### src/rtl/scl_div_pkg.sv
package scl_div_pkg;

   // Width of the phase overhead term; values up to 7 fit.
   localparam int unsigned OVH_W = 3;

   // Overhead for each prescale class.
   localparam logic [OVH_W-1:0] OVH_DIV1  = 3'd7;
   localparam logic [OVH_W-1:0] OVH_DIV2  = 3'd6;
   localparam logic [OVH_W-1:0] OVH_DIVN  = 3'd5;

   typedef enum logic [1:0] {
      PH_IDLE = 2'd0,
      PH_LOW  = 2'd1,
      PH_HIGH = 2'd2
   } scl_phase_e;

endpackage

### src/rtl/scl_div_overhead.sv
module scl_div_overhead
   import scl_div_pkg::*;
#(
   parameter int unsigned CNT_W     = 16,
   parameter int unsigned FIXED_OVH = 0
) (
   input  logic [CNT_W-1:0] prescale_i,
   output logic [OVH_W-1:0] ovh_o
);

   generate
      if (FIXED_OVH > 7) begin : g_bad_ovh
         $error("scl_div_overhead: FIXED_OVH must be 0..7");
      end

      if (FIXED_OVH == 0) begin : g_table
         // Overhead shrinks as the prescaler grows.
         always_comb begin
            if (prescale_i == '0)
               ovh_o = OVH_DIV1;
            else if (prescale_i == CNT_W'(1))
               ovh_o = OVH_DIV2;
            else
               ovh_o = OVH_DIVN;
         end
      end else begin : g_fixed
         assign ovh_o = OVH_W'(FIXED_OVH);
      end
   endgenerate

endmodule

### src/rtl/scl_div_prescaler.sv
module scl_div_prescaler #(
   parameter int unsigned CNT_W = 16
) (
   input  logic             clk_i,
   input  logic             rst_ni,
   input  logic             run_i,
   input  logic [CNT_W-1:0] div_i,
   output logic             tick_o
);

   logic [CNT_W-1:0] pcnt_q;
   logic             wrap;

   assign wrap   = (pcnt_q == div_i);
   assign tick_o = run_i && wrap;

   always_ff @(posedge clk_i or negedge rst_ni) begin
      if (!rst_ni)
         pcnt_q <= '0;
      else if (!run_i || wrap)
         pcnt_q <= '0;
      else
         pcnt_q <= pcnt_q + CNT_W'(1);
   end

   // a fresh start always begins from a cleared prescale count
   assert_fresh_start_R8: assert property (@(posedge clk_i) disable iff (!rst_ni)
      $rose(run_i) |-> (pcnt_q == '0));

   // the count never runs past the divider setting
   assert_count_bound_R2: assert property (@(posedge clk_i) disable iff (!rst_ni)
      run_i |-> (pcnt_q <= div_i));

endmodule

### src/rtl/scl_div_phase_ctrl.sv
module scl_div_phase_ctrl
   import scl_div_pkg::*;
#(
   parameter int unsigned CNT_W = 16
) (
   input  logic             clk_i,
   input  logic             rst_ni,
   input  logic             enable_i,
   input  logic [CNT_W-1:0] prescale_i,
   input  logic [CNT_W-1:0] low_cnt_i,
   input  logic [CNT_W-1:0] high_cnt_i,
   input  logic [OVH_W-1:0] ovh_i,
   input  logic             tick_i,
   output logic [CNT_W-1:0] div_o,
   output logic             run_o,
   output logic             scl_o
);

   localparam int unsigned LEN_W = CNT_W + 1;

   scl_phase_e       state_q;
   logic [CNT_W-1:0] div_q;
   logic [LEN_W-1:0] low_len_q, high_len_q, ph_q;
   logic [LEN_W-1:0] low_len_d, high_len_d;
   logic             low_done, period_end, load;

   // Phase lengths including the overhead, formed at sampling time
   assign low_len_d  = {1'b0, low_cnt_i}  + LEN_W'(ovh_i);
   assign high_len_d = {1'b0, high_cnt_i} + LEN_W'(ovh_i);

   assign low_done   = (state_q == PH_LOW)  && tick_i && (ph_q == low_len_q  - LEN_W'(1));
   assign period_end = (state_q == PH_HIGH) && tick_i && (ph_q == high_len_q - LEN_W'(1));
   assign load       = (state_q == PH_IDLE) || period_end;

   always_ff @(posedge clk_i or negedge rst_ni) begin
      if (!rst_ni) begin
         state_q    <= PH_IDLE;
         div_q      <= '0;
         low_len_q  <= '0;
         high_len_q <= '0;
         ph_q       <= '0;
      end else if (!enable_i) begin
         state_q    <= PH_IDLE;
         div_q      <= '0;
         low_len_q  <= '0;
         high_len_q <= '0;
         ph_q       <= '0;
      end else if (load) begin
         div_q      <= prescale_i;
         low_len_q  <= low_len_d;
         high_len_q <= high_len_d;
         ph_q       <= '0;
         state_q    <= (high_cnt_i != '0) ? PH_LOW : PH_IDLE;
      end else if (low_done) begin
         state_q    <= PH_HIGH;
         ph_q       <= '0;
      end else if (tick_i) begin
         ph_q       <= ph_q + LEN_W'(1);
      end
   end

   assign div_o = div_q;
   assign run_o = (state_q != PH_IDLE);
   assign scl_o = (state_q != PH_LOW);

   // disabling forces the idle, released state
   assert_disable_release_R1: assert property (@(posedge clk_i) disable iff (!rst_ni)
      !enable_i |=> (state_q == PH_IDLE));

   // a zero high count keeps the divider parked
   assert_zero_high_hold_R6: assert property (@(posedge clk_i) disable iff (!rst_ni)
      (state_q == PH_IDLE && high_cnt_i == '0) |=> (state_q == PH_IDLE));

   // sampled settings hold for the whole period
   assert_shadow_hold_R7: assert property (@(posedge clk_i) disable iff (!rst_ni)
      (enable_i && state_q != PH_IDLE && !period_end) |=>
         ($stable(div_q) && $stable(low_len_q) && $stable(high_len_q)));

   // low phase count stays inside its length
   assert_low_bound_R3: assert property (@(posedge clk_i) disable iff (!rst_ni)
      (state_q == PH_LOW) |-> (ph_q < low_len_q));

   // high phase count stays inside its length
   assert_high_bound_R4: assert property (@(posedge clk_i) disable iff (!rst_ni)
      (state_q == PH_HIGH) |-> (ph_q < high_len_q));

endmodule

### src/rtl/scl_clock_divider.sv
module scl_clock_divider
   import scl_div_pkg::*;
#(
   parameter int unsigned CNT_W     = 16,
   parameter int unsigned FIXED_OVH = 0
) (
   input  logic             clk_i,
   input  logic             rst_ni,
   input  logic             enable_i,
   input  logic [CNT_W-1:0] prescale_i,
   input  logic [CNT_W-1:0] low_cnt_i,
   input  logic [CNT_W-1:0] high_cnt_i,
   output logic             scl_o,
   output logic             mod_tick_o
);

   generate
      if (CNT_W < 4 || CNT_W > 32) begin : g_bad_width
         $error("scl_clock_divider: CNT_W must be 4..32");
      end
   endgenerate

   logic [OVH_W-1:0] ovh;
   logic [CNT_W-1:0] div;
   logic             run;
   logic             tick;

   scl_div_overhead #(
      .CNT_W     (CNT_W),
      .FIXED_OVH (FIXED_OVH)
   ) u_ovh (
      .prescale_i (prescale_i),
      .ovh_o      (ovh)
   );

   scl_div_prescaler #(
      .CNT_W (CNT_W)
   ) u_presc (
      .clk_i  (clk_i),
      .rst_ni (rst_ni),
      .run_i  (run),
      .div_i  (div),
      .tick_o (tick)
   );

   scl_div_phase_ctrl #(
      .CNT_W (CNT_W)
   ) u_phase (
      .clk_i      (clk_i),
      .rst_ni     (rst_ni),
      .enable_i   (enable_i),
      .prescale_i (prescale_i),
      .low_cnt_i  (low_cnt_i),
      .high_cnt_i (high_cnt_i),
      .ovh_i      (ovh),
      .tick_i     (tick),
      .div_o      (div),
      .run_o      (run),
      .scl_o      (scl_o)
   );

   assign mod_tick_o = tick;

   generate
      if (FIXED_OVH == 0) begin : g_ovh_chk
         // overhead follows the prescale class
         assert_ovh_class_R5: assert property (@(posedge clk_i) disable iff (!rst_ni)
            enable_i |-> ((prescale_i == '0)        ? (ovh == 3'd7) :
                          (prescale_i == CNT_W'(1)) ? (ovh == 3'd6) : (ovh == 3'd5)));
      end
   endgenerate

   // a released line never ticks the module clock
   assert_idle_quiet_R1: assert property (@(posedge clk_i) disable iff (!rst_ni)
      !enable_i |=> (scl_o && !mod_tick_o));

endmodule

### config.mk
export PLATFORM = sky130hd
export DESIGN_NAME = scl_clock_divider
export DESIGN_NICKNAME = d
export VERILOG_FILES = /design/src/rtl/scl_div_pkg.sv /design/src/rtl/scl_div_overhead.sv /design/src/rtl/scl_div_prescaler.sv /design/src/rtl/scl_div_phase_ctrl.sv /design/src/rtl/scl_clock_divider.sv
export SDC_FILE = /design/constraint.sdc
export NUM_CORES = 1
export LEC_CHECK = 0
export BUFFER_PORTS_ARGS = -buffer_cell sky130_fd_sc_hd__buf_4
export CAP_MARGIN = 20
export CORE_ASPECT_RATIO = 0.9
export CORE_MARGIN = 2
export CORE_UTILIZATION = 45
export DETAILED_ROUTE_END_ITERATION = 6
export GPL_TIMING_DRIVEN = 0
export SLEW_MARGIN = 5
export SYNTH_ARGS = -nofsm -noshare
export SYNTH_HDL_FRONTEND = slang
export SYNTH_SLANG_ARGS = --single-unit
### constraint.sdc
create_clock -name clk_i -period 3.7 [get_ports clk_i]
set_clock_uncertainty 0.1 [all_clocks]
set_input_delay 1.11 -clock clk_i [delete_from_list [all_inputs] [get_ports clk_i]]
set_output_delay 1.11 -clock clk_i [all_outputs]
set_load 0.02 [all_outputs]
==> flow_metrics.py <==
metrics = {
    "setup_path": {
        "path_class": "register to output port",
        "worstPathRequired_ps": 2490,
        "slowest_delay_ps": 440,
        "cp-end-kind": "output port",
        "startpoint_type": "register",
        "slowest_stage": "dfrtp_1",
        "path_common_cell": "buf_4",
        "worstPathCellList": "xor2_1 -> nor4_1 -> nand4_1 -> buf_4 -> nor2_4 -> clkbuf_2 -> buf_4",
        "arrival_ps": 2350,
        "cp_max_fo": 10,
    },
    "yosys": {
        "synthTopCellsByArea": "dfrtp_1 (35%), xnor2_1 (6.7%), xor2_1 (5.9%), mux2i_1 (4.1%), nor2_1 (3.9%)",
        "yosysWarningCount": 0,
        "synth_top_area_share_pct": 34.76,
        "syn_area_sq_um": 6118,
        "synth_compound_area_share_pct": 12.39,
        "synth_flop_cell": "dfrtp_1",
        "synth_top_family_by_area": "simple AND/OR/NAND/NOR gates",
        "synthCells": 687,
        "syn_nets": 748,
        "synth_xor_area_share_pct": 12.60,
        "synth_adder_area_share_pct": 2.290,
        "async_flop_share_pct": 100.0,
        "ys_seq_area_share_pct": 34.76,
        "synth_area_per_cell_sq_um": 8.906,
        "ys_ff_latch": 85,
        "yosysTopAreaCell": "dfrtp_1",
        "synth-simple-area-share_pct": 28.73,
        "synth_edf_count": 0,
        "yosys.cell_types.count": 65,
        "synth.area.mux_share_pct": 4.458,
    },
    "global_route": {
        "grt.overflow.total": 0,
        "grt_max_degree": 86,
        "grt_pass1_vias": 5348,
        "grtUsageTotal_pct": 24.74,
        "grt_pass1_wl_mm": 28.07,
        "antenna_found_initial": 0,
    },
    "sta": {
        "setup_tns_ps": 0,
        "setup_slack_ps": 143.6,
        "post-route-period-util_pct": 96.12,
        "post-route-min-period_ps": 3556,
        "worst_pin_slew_ps": 653.3,
        "max_slew_margin_pct": 56.45,
        "hold_violations": 0,
        "max_freq_ghz": 0.2812,
        "finalSetupViolCount": 0,
        "rsz0062_at_grt": "false",
        "report.final.slew_viol_count": 0,
    },
    "clocking": {
        "htree_levels": 3,
        "cts_hold_buf": 0,
        "clkTransAtPathRegs_ps": 60,
        "cts_tree": "yes",
        "cts.path.max_buffers": 2,
        "numCtsBuffers": 9,
        "cts-root-buf": "clkbuf_16",
        "clk_latency_ps": 350,
        "clock_sinks": 85,
    },
    "finish": {
        "final_util_pct": 53.74,
        "stdcell_area_sq_um": 7154,
        "final_cell_mix": "dfrtp_1 (85), nor2_1 (62), buf_4 (58), nand2_1 (48), xnor2_1 (47)",
        "layout-drive-gt1-share_pct": 14.51,
        "final_common_cell": "dfrtp_1",
        "n_antenna_cell": 0,
        "nets": 814,
        "stdcell_count": 926,
        "area_growth_pct": 16.93,
    },
    "power": {
        "power.leakage_uw": 0.003262,
        "power_density_nw_per_um2": 354.0,
        "ir_drop_mv": 0.1951,
    },
    "floorplan": {
        "rows": 40,
        "io_pins": 53,
        "die_y_um": 114.6,
        "core_area_sq_um": 13310,
        "die_area_sq_um": 14550,
        "die-width_um": 126.9,
        "initial_utilization_pct": 45.96,
    },
    "placement": {
        "dp_hpwl_mm": 12.85,
        "placed_area_sq_um": 6719,
        "preCtsSetupSlack_ps": -745.8,
        "io_buffers": 52,
        "gp_congestion": 0.8743,
        "place_inst": 907,
    },
    "status": {
        "outcome": "completed",
    },
    "route": {
        "drtPass1Iterations": 5,
        "wirelength_mm": 17.30,
        "drt.antenna.violating_nets": 0,
        "drc": 0,
        "vias": 5387,
        "wl_per_cell_um": 18.68,
        "avgViaCountPerCell": 5.817,
        "dr.first_iter.drc_count": 350,
    },
    "job": {
        "drv_cap": 0,
    },
    "hold_path": {
        "hold_path_class": "register to register",
    },
}
[through the flow]
step	hold slack (ps)	total power (uW)
final	446.7	2533
after global routing	473.1	2646
after CTS	452.4	2546
after detailed placement	441.6	1534
after global placement	442.5	1519
after floorplan	412.5	1354
[per-layer routing]
layer  global-route usage (%)  routed length (um)
met1                    34.59                8309
met4                    7.692                 357
met3                    4.346                 685
met2                    39.32                7943
met5                        0                   0
[critical path, delay by kind of cell, from the launching register on]
kind	cells	cell delay (ps)
AND/OR/NAND/NOR	3	740
buffers and inverters	3	650
XOR/XNOR	1	160
flip-flops	1	440
[registers in the layout, indices dropped and copies added, names as in the netlist]
name / flops
u_phase.high_len_q: 17
u_phase.low_len_q: 17
u_presc.pcnt_q: 16
u_phase.div_o: 16
u_phase.state_q: 2
u_phase.ph_q: 17
[path summary, 6_finish.rpt]
kind	start	slack, ps	end	cells after the start
min in group asynchronous	rst_ni	600	u_phase.div_o[5]	1
max in group asynchronous	rst_ni	2270	u_phase.ph_q[10]	2
setup reg to reg	u_phase.low_len_q[3]	220	u_phase.ph_q[6]	10
hold reg to reg	u_phase.low_len_q[16]	450	u_phase.low_len_q[16]	2
hold / removal	u_phase.low_len_q[16]	450	u_phase.low_len_q[16]	2
setup / recovery	u_presc.pcnt_q[2]	140	mod_tick_o	7
[Yosys cell counts, types with 5 or more instances]
cell and count:
nor4_1 18, nand4_1 16, mux2i_1 25, or3_1 7, o21ai_0 10, nand2_1 48, nand3b_1 13, nand3_1 30
dfrtp_1 85, clkbuf_1 33, nor2_1 63, and3_1 16, a31oi_1 5, xnor2_1 47, nor3b_1 14, o211a_1 16
nor2b_1 28, a21oi_1 6, a211oi_1 15, nand2b_1 5, a21o_1 14, buf_2 8, nor3_1 17, xor2_1 41
nand4b_1 16, ha_1 8, inv_1 23
[final cells by class]
type	instances	area [sq um]
repair buffers	55	432.9
clock inverters	5	82.58
multi-input cells	533	3762
fillers	1231	6158
inverters	23	86.33
plain buffers	46	210.2
clock buffers	11	242.7
well taps	168	210.2
flip-flops and latches	85	2127
[kinds of logic after synthesis]
family,after synthesis
buf+inv,69
xor+xnor,88
fa+ha+maj,10
compound gates,97
flops,85
simple gates,311
mux,27
[what timing repair did]
item,in CTS,in global routing
setup buffers,0,2
setup endpoints to repair,5,22
pin swaps,3,2
gates resized for setup,7,10
[power breakdown]
group          internal, uW  total [uW]  switching [uW]
logic                   219         501             282
registers               974        1030            59.1
clock network           613         999             386
No activity file was read; power rests on OpenSTA's default activity.
